<file path="src/rtl/cms_pkg.sv">
package cms_pkg;

  typedef enum logic [2:0] {
    ST_IDLE,
    ST_RST_REQ,
    ST_RST_WAIT,
    ST_DEC_REQ,
    ST_DEC_WAIT,
    ST_SIG_REQ,
    ST_SIG_WAIT,
    ST_DONE
  } seq_st_e;

endpackage

</file>
<file path="src/rtl/cms_scale.sv">
// Brings a converter code to narrow-ramp LSB units.
module cms_scale #(
  parameter int CODE_W  = 10,
  parameter int GAIN_SH = 3,
  localparam int SCL_W  = CODE_W + GAIN_SH
) (
  input  logic [CODE_W-1:0] code,
  input  logic              full_ramp,
  output logic [SCL_W-1:0]  scaled
);

  always_comb begin
    if (full_ramp) scaled = {code, {GAIN_SH{1'b0}}};
    else           scaled = {{GAIN_SH{1'b0}}, code};
  end

endmodule

</file>
<file path="src/rtl/cms_accum.sv">
// Sum of M scaled samples; a load places one sample pre-multiplied by M.
module cms_accum #(
  parameter int SCL_W  = 13,
  parameter int LOG2_M = 2,
  localparam int ACC_W = SCL_W + LOG2_M
) (
  input  logic             clk,
  input  logic             rst_n,
  input  logic             clr,
  input  logic             add,
  input  logic             load,
  input  logic [SCL_W-1:0] din,
  output logic [SCL_W-1:0] avg
);

  logic [ACC_W-1:0] acc_q;

  always_ff @(posedge clk or negedge rst_n) begin
    if (!rst_n)    acc_q <= '0;
    else if (clr)  acc_q <= '0;
    else if (load) acc_q <= {din, {LOG2_M{1'b0}}};
    else if (add)  acc_q <= acc_q + {{LOG2_M{1'b0}}, din};
  end

  assign avg = acc_q[ACC_W-1:LOG2_M];

endmodule

</file>
<file path="src/rtl/cms_seq.sv">
// Conversion request sequencer and result handshake.
module cms_seq
  import cms_pkg::*;
#(
  parameter int LOG2_M = 2
) (
  input  logic clk,
  input  logic rst_n,
  input  logic start,
  input  logic adc_valid,
  input  logic is_bright,
  input  logic res_ready,
  output logic conv_start,
  output logic ramp_small,
  output logic adc_ready,
  output logic res_valid,
  output logic res_bright,
  output logic acc_clr,
  output logic rst_add,
  output logic sig_add,
  output logic sig_load
);

  seq_st_e           st_q, st_d;
  logic [LOG2_M-1:0] cnt_q, cnt_d;
  logic              bright_q, bright_d;
  logic              take;
  logic              last;

  assign take = adc_valid && adc_ready;
  assign last = &cnt_q;

  always_comb begin
    st_d     = st_q;
    cnt_d    = cnt_q;
    bright_d = bright_q;
    acc_clr  = 1'b0;
    rst_add  = 1'b0;
    sig_add  = 1'b0;
    sig_load = 1'b0;
    unique case (st_q)
      ST_IDLE: if (start) begin
        st_d    = ST_RST_REQ;
        cnt_d   = '0;
        acc_clr = 1'b1;
      end
      ST_RST_REQ: st_d = ST_RST_WAIT;
      ST_RST_WAIT: if (take) begin
        rst_add = 1'b1;
        if (last) begin
          cnt_d = '0;
          st_d  = ST_DEC_REQ;
        end else begin
          cnt_d = cnt_q + 1'b1;
          st_d  = ST_RST_REQ;
        end
      end
      ST_DEC_REQ: st_d = ST_DEC_WAIT;
      ST_DEC_WAIT: if (take) begin
        bright_d = is_bright;
        if (is_bright) begin
          sig_load = 1'b1;
          st_d     = ST_DONE;
        end else begin
          st_d = ST_SIG_REQ;
        end
      end
      ST_SIG_REQ: st_d = ST_SIG_WAIT;
      ST_SIG_WAIT: if (take) begin
        sig_add = 1'b1;
        if (last) begin
          cnt_d = '0;
          st_d  = ST_DONE;
        end else begin
          cnt_d = cnt_q + 1'b1;
          st_d  = ST_SIG_REQ;
        end
      end
      ST_DONE: if (res_ready) st_d = ST_IDLE;
      default: st_d = ST_IDLE;
    endcase
  end

  always_ff @(posedge clk or negedge rst_n) begin
    if (!rst_n) begin
      st_q     <= ST_IDLE;
      cnt_q    <= '0;
      bright_q <= 1'b0;
    end else begin
      st_q     <= st_d;
      cnt_q    <= cnt_d;
      bright_q <= bright_d;
    end
  end

  always_comb begin
    conv_start = (st_q == ST_RST_REQ) || (st_q == ST_DEC_REQ) || (st_q == ST_SIG_REQ);
    adc_ready  = (st_q == ST_RST_WAIT) || (st_q == ST_DEC_WAIT) || (st_q == ST_SIG_WAIT);
    res_valid  = (st_q == ST_DONE);
    unique case (st_q)
      ST_RST_REQ, ST_RST_WAIT: ramp_small = (cnt_q != '0);
      ST_SIG_REQ, ST_SIG_WAIT: ramp_small = 1'b1;
      default:                 ramp_small = 1'b0;
    endcase
  end

  assign res_bright = bright_q;

endmodule

</file>
<file path="src/rtl/cms_ctrl.sv">
// Conditional correlated multiple sampling controller (top).
module cms_ctrl #(
  parameter int CODE_W  = 10,
  parameter int LOG2_M  = 2,
  parameter int GAIN_SH = 3,
  localparam int SCL_W  = CODE_W + GAIN_SH,
  localparam int RES_W  = SCL_W + 1
) (
  input  logic              clk,
  input  logic              rst_n,
  input  logic              start,
  input  logic [CODE_W-1:0] thresh,
  output logic              conv_start,
  output logic              ramp_small,
  input  logic              adc_valid,
  output logic              adc_ready,
  input  logic [CODE_W-1:0] adc_code,
  output logic              res_valid,
  input  logic              res_ready,
  output logic [RES_W-1:0]  res_data,
  output logic              res_bright
);

  logic             is_bright;
  logic             acc_clr, rst_add, sig_add, sig_load;
  logic [SCL_W-1:0] code_scl;
  logic [SCL_W-1:0] rst_avg, sig_avg;

  assign is_bright = (adc_code >= thresh);

  cms_seq #(.LOG2_M(LOG2_M)) u_seq (
    .clk        (clk),
    .rst_n      (rst_n),
    .start      (start),
    .adc_valid  (adc_valid),
    .is_bright  (is_bright),
    .res_ready  (res_ready),
    .conv_start (conv_start),
    .ramp_small (ramp_small),
    .adc_ready  (adc_ready),
    .res_valid  (res_valid),
    .res_bright (res_bright),
    .acc_clr    (acc_clr),
    .rst_add    (rst_add),
    .sig_add    (sig_add),
    .sig_load   (sig_load)
  );

  cms_scale #(.CODE_W(CODE_W), .GAIN_SH(GAIN_SH)) u_scale (
    .code      (adc_code),
    .full_ramp (!ramp_small),
    .scaled    (code_scl)
  );

  cms_accum #(.SCL_W(SCL_W), .LOG2_M(LOG2_M)) u_rst_acc (
    .clk   (clk),
    .rst_n (rst_n),
    .clr   (acc_clr),
    .add   (rst_add),
    .load  (1'b0),
    .din   (code_scl),
    .avg   (rst_avg)
  );

  cms_accum #(.SCL_W(SCL_W), .LOG2_M(LOG2_M)) u_sig_acc (
    .clk   (clk),
    .rst_n (rst_n),
    .clr   (acc_clr),
    .add   (sig_add),
    .load  (sig_load),
    .din   (code_scl),
    .avg   (sig_avg)
  );

  assign res_data = {1'b0, sig_avg} - {1'b0, rst_avg};

endmodule

</file>
<file path="config.mk">
export PLATFORM = sky130hd
export DESIGN_NAME = cms_ctrl
export DESIGN_NICKNAME = d
export VERILOG_FILES = /design/src/rtl/cms_pkg.sv /design/src/rtl/cms_scale.sv /design/src/rtl/cms_accum.sv /design/src/rtl/cms_seq.sv /design/src/rtl/cms_ctrl.sv
export SDC_FILE = /design/constraint.sdc
export NUM_CORES = 1
export LEC_CHECK = 0
export BUFFER_PORTS_ARGS = -buffer_cell sky130_fd_sc_hd__buf_2
export CORE_AREA = 2 2 91 93
export CTS_CLUSTER_DIAMETER = 40
export DETAILED_ROUTE_END_ITERATION = 8
export DIE_AREA = 0 0 93 95
export GPL_TIMING_DRIVEN = 0
export PLACE_DENSITY = 0.74
export SYNTH_ARGS = -nofsm -noshare
export SYNTH_HDL_FRONTEND = slang
export SYNTH_SLANG_ARGS = --single-unit
</file>
<file path="constraint.sdc">
create_clock -name clk -period 6 [get_ports clk]
set_input_delay 1.2 -clock clk [delete_from_list [all_inputs] [get_ports clk]]
set_output_delay 1.2 -clock clk [all_outputs]
set_load 0.01 [all_outputs]
</file>
---- Yosys cells after proc, flatten, opt, wreduce, memory -nomap -nowiden ----
Index checks and enable logic that the tools add are counted.
cells by class
  magnitude comparators ................... 1
  add/subtract/negate cells ............... 4
  mux-type cells .......................... 28
  equality and inequality tests ........... 13
  reduce and logical (&&, ||, !) cells .... 17
operators with widths
  cell                                                    count
  two-way mux 15 bit                                      5
  adder 15 x 13 -> 15 bit                                 2
  one-hot mux 3 bit (8 select lines)                      1
  two-way mux 3 bit                                       5
  subtractor 13 x 13 -> 14 bit                            1
  two-way mux 13 bit                                      1
  equality test 3 bit (second input constant)             4
  two-way mux 2 bit                                       6
  >= comparator 10 bit                                    1
  inequality test 2 x 1 -> 1 bit (second input constant)  5
  two-way mux 1 bit                                       8
  equality test 3 x 2 -> 1 bit (second input constant)    2
  nonzero test 2 bit                                      3
  OR reduction 2 bit                                      3
  AND reduction 5 bit                                     1
  logical OR 1 bit                                        4
  one-hot mux 2 bit (2 select lines)                      1
  AND reduction 2 bit                                     2
  equality test 3 x 1 -> 1 bit (second input constant)    1
  zero test 3 bit                                         1
  AND reduction 3 bit                                     1
  nonzero test 3 bit                                      1
  adder 2 x 1 -> 2 bit (second input constant)            1
  inequality test 2 bit (second input constant)           1
  other kinds (2)                                         2
word-level totals
  logic and storage cells ................. 68
  register bits ........................... 36
  output and inout bits ................... 19
  input bits .............................. 25

---- Logic depth before layout (Yosys ltp) ----
  depth after elaboration ................. 9
  gate-level depth with buffers ........... 16
  depth with buffers taken out ............ 15

---- Hierarchy ----
Synthesis repeated with hierarchy kept, for this count alone.
second synthesis, totals
  cells, all modules ...................... 559
  area total of the unflattened synthesis .. 4,758.3 um^2
modules (own cells, without submodules)
  module     cells each  seq. area each (um^2)  area each (um^2)  instances
  cms_accum  186         375.4                  1,645.3           2
  cms_ctrl   132         0.0                    907.1             1
  cms_seq    41          150.1                  406.6             1
  cms_scale  14          0.0                    153.9             1

---- Worst setup path before layout ----
Ideal clock, no wire load.
  path kind ............................... input port to flip-flop
  start ................................... input adc_code[2]
  end ..................................... register u_sig_acc.acc_q[13]
  path buffers ............................ 1
  setup time .............................. 126 ps
  stages .................................. 11
  slack ................................... 2,468 ps
  arrival ................................. 3,407 ps
  required time ........................... 5,874 ps
  cells stage by stage .................... clkbuf_1 inv_1 o21ai_0 ha_1 or4_1 a21oi_1 nor3b_1 a221oi_1 a221oi_2 mux2i_1 nand3_1
on the way
  cells in the longest elaborated chain, start to end .. 6
  elaborated cells between the ends (all ways) .. 10
  those cells by class .................... add/sub (1); order compare (1); mux (7); reduce/logical (1)
RTL lines
  element               line             RTL
  from (decl)           cms_ctrl.sv:17   input logic [CODE_W-1:0] adc_code,
  >= comparator 10 bit  cms_ctrl.sv:29   assign is_bright = (adc_code >= thresh);
  two-way mux 1 bit     cms_seq.sv:61    if (is_bright) begin
  two-way mux 1 bit     cms_seq.sv:59    ST_DEC_WAIT: if (take) begin
  two-way mux 1 bit     cms_seq.sv:41    unique case (st_q)
  two-way mux 15 bit    cms_accum.sv:21  else if (load) acc_q <= {din, {LOG2_M{1'b0}}};
  two-way mux 15 bit    cms_accum.sv:20  else if (clr) acc_q <= '0;
  to (signal assigned)  cms_accum.sv:21
  to (signal assigned)  cms_accum.sv:22  else if (add) acc_q <= acc_q + {{LOG2_M{1'b0}}, din};
  to (decl)             cms_accum.sv:16  logic [ACC_W-1:0] acc_q;
Several ways; a longest one is shown, not always the timed one. The select of a mux whose other input is x is not followed.
A chain may end at the register's enable or synchronous reset.

---- Worst setup path in the final report ----
  start ................................... register u_sig_acc.acc_q[2]
  end ..................................... output res_data[12]
on the way
  cells in the longest elaborated chain, start to end .. 1
RTL lines
  element                       line            RTL
  subtractor 13 x 13 -> 14 bit  cms_ctrl.sv:75  assign res_data = {1'b0, sig_avg} - {1'b0, rst_avg};
  to (decl)                     cms_ctrl.sv:20  output logic [RES_W-1:0] res_data,
Every way passes these cells.

==> qor.yml <==
pwr:
  power_density_mw_per_mm2: 681
  leakage_uw: 0.00216
  ir_drop_v: 0.000288
  power_uw: 3070
hold_path:
  holdPathEnd: "u_rst_acc.acc_q[4]"
  hp-class: "flip-flop to flip-flop"
  hold_path_depth: 2
  hp-start: "u_rst_acc.acc_q[4]"
final_layout:
  drive_gt1_frac: 0.114
  area_growth_pct: 10.9
  instances_no_fill: 691
  nNetsFinal: 659
  post-route-util: 0.569
  diodes: 0
grt:
  grt_pass1_vias: 3991
  antenna_found_initial: 0
  grt_pass1_wl_um: 18400
  grt_overflow: 0
  grtUsageTotal: 0.262
  grt_start_max_net_pins: 37
floorplanning:
  die-area_mm2: 0.00884
  core_mm2: 0.00793
  start_util: 0.513
  io_pins: 44
  die_w_um: 93
  num_rows: 33
  die_h_um: 95
place:
  dpl.hpwl_um: 8610
  placed_cells: 684
  port_buffers: 43
  routabilityCongestion: 1.02
clocking:
  cts_hold_buf: 0
  h-tree-depth: 2
  tritoncts: "built"
  clock-sinks: 36
  path_clk_slew_ns: 0.08
  cts_made_buffers: 5
  clockRootBuffer: "clkbuf_8"
  cts_setup_buffers: 0
  clock_tree.buffer_depth: 2
  insertion_delay_ns: 0.30
  cts-resized-gates: 0
yosys:
  syn_inst: 536
  ys_warn_count: 0
  synth_fp_nets: 609
  yosys_most_used_dff: "dfrtp_1"
  ys_ff_latch: 36
  syn_area_per_cell_um2: 7.59
  syn_area_mm2: 0.00407
  yosys.cell_types.count: 64
  async_flop_share: 1.00
  synth_edf_count: 0
  ys_seq_area_frac: 0.221
route:
  first_pass_iters: 5
  avgViaCountPerCell: 6.12
  wl_per_cell_um: 16.1
  first_iter_violations: 224
  ant_nets: 0
  wirelength_um: 11100
  via_count: 4227
  drc: 0
critical_path:
  slowest_delay_ns: 0.42
  endpoint_kind: "output port"
  slowest_stage: "fa_1"
  cpMostUsedCell: "o21ai_0"
  crit_family: "compound AO/OA/AOI/OAI gates"
  cp.required_ns: 4.80
  critPathArrivalTime_ns: 3.14
  r2r_slack_ns: 2.11
  path_buf_inv: 3
  crit_fanout: 7
  startpoint_type: "flip-flop"
  reg2reg_depth: 13
  r2r-start: "u_seq.st_q[0]"
  cp_cell_sequence: "clkbuf_1 > inv_1 > ha_1 > fa_1 > nor2b_1 > o21ai_0 > a21boi_0 > o21ai_0 > a211oi_1 > or3_1 > o2111ai_1 > buf_2"
  r2r_end: "u_sig_acc.acc_q[13]"
  critical_path_class: "flip-flop to output port"
job:
  cap_violations: 0
sta:
  slew_viol_final: 0
  hold_viol: 0
  fin_skew_ns: 0.0104
  fmax_mhz: 230
  slew_headroom: 0.313
  finalSetupViolCount: 0
  whs_ns: 0.522
  fin_crit_ns: 4.34
  setup_tns_ns: 0
  worstMarginPinSlew_ns: 1.03
  post-route-period-util: 0.723
  rsz0062_at_grt: "false"
status:
  status: "finished, final reports clean"
## per-layer routing
metal | up-vias | wire length [um] | track usage
met5 | - | 0 | 0
met4 | 0 | 211 | 0.0931
met3 | 17 | 764 | 0.0271
met2 | 178 | 5250 | 0.448
met1 | 1976 | 4880 | 0.346
li1 | 2056 | - | -
## stage by stage
stage	instance area, um2	setup WS (ns)
floorplan	4070	2.47
global placement	4410	1.88
detailed placement	4410	1.82
CTS	4510	1.64
global route	4510	1.37
finish	4510	1.66
## worst min-delay path, delay by kind of cell, from the launching register on
family	cells	cell delay, ns
AO/OA/AOI/OAI	1	0.05
AND/OR/NAND/NOR	1	0.06
flip-flops	1	0.38
## cell usage in the layout, fill, tap and decap left out, types with 4 or more instances in the layout
cell type | netlist | layout
o211ai_1 | 5 | 5
clkbuf_1 | 12 | 12
nor4_1 | 6 | 6
a211oi_1 | 4 | 4
and2_1 | 4 | 4
clkbuf_8 | 0 | 7
o2111ai_1 | 5 | 5
dfrtp_1 | 36 | 36
a21o_1 | 6 | 6
or3_1 | 9 | 9
o21ai_0 | 35 | 35
a221oi_1 | 4 | 4
nand3_1 | 15 | 15
xnor2_1 | 15 | 15
a21oi_1 | 46 | 46
and3_1 | 9 | 9
o31ai_1 | 5 | 5
xor2_1 | 11 | 11
o21a_1 | 6 | 6
mux2i_1 | 4 | 4
inv_1 | 44 | 44
nor3_1 | 16 | 16
nor2_1 | 41 | 41
a31oi_1 | 7 | 7
nand2_1 | 68 | 68
nand2b_1 | 4 | 4
buf_2 | 6 | 49
nor2b_1 | 8 | 8
ha_1 | 47 | 47
## cell type report
class | count | area (um2)
well taps | 105 | 131
clock buffers | 7 | 96.3
inverters | 45 | 169
plain buffers | 18 | 75.1
flip-flops and latches | 36 | 901
multi-input cells | 437 | 2920
fillers | 770 | 3420
repair buffers | 43 | 215
## flip-flops by register name (all words and copies together), names as in the netlist
name	count
u_rst_acc.acc_q	15
u_seq.res_bright	1
u_sig_acc.acc_q	15
u_seq.cnt_q	2
u_seq.st_q	3
## synth_stat cells (7+ instances only)
cell type,number,area share
xor2_1,11,0.024
o21ai_0,35,0.043
a21oi_1,46,0.057
or3_1,9,0.014
a31oi_1,7,0.011
and3_1,9,0.014
nor2_1,41,0.038
nand2_1,68,0.063
ha_1,47,0.14
nand3_1,15,0.018
inv_1,44,0.041
nor2b_1,8,0.012
xnor2_1,15,0.032
dfrtp_1,36,0.22
clkbuf_1,12,0.011
nor3_1,16,0.020
## power by group
group,internal (uW),switching (uW),total [uW]
Clock,103,95.7,198
Combinational,988,1430,2420
Sequential,343,114,457
Total,1430,1640,3070
## kinds of logic (layout without fill, tap and decap cells)
group	after synthesis	after routing	share of synthesized area
simple gates	193	193	0.225
mux	6	6	0.0154
compound gates	163	163	0.270
xor+xnor	26	26	0.0560
fa+ha+maj	49	49	0.152
flops	36	36	0.221
buf+inv	63	113	0.0600
## how the worst max path moves through the flow
stage | startpoint | end | slack (ns) | depth (start not counted)
floorplan | adc_code[2] | u_sig_acc.acc_q[13] | 2.47 | 11
global placement | adc_code[2] | u_sig_acc.acc_q[12] | 1.88 | 12
detailed placement | adc_code[2] | u_rst_acc.acc_q[13] | 1.82 | 11
CTS | u_sig_acc.acc_q[2] | res_data[12] | 1.64 | 12
global route | u_sig_acc.acc_q[2] | res_data[10] | 1.37 | 12
finish | u_sig_acc.acc_q[2] | res_data[12] | 1.66 | 12
No activity file was read; power rests on OpenSTA's default activity.
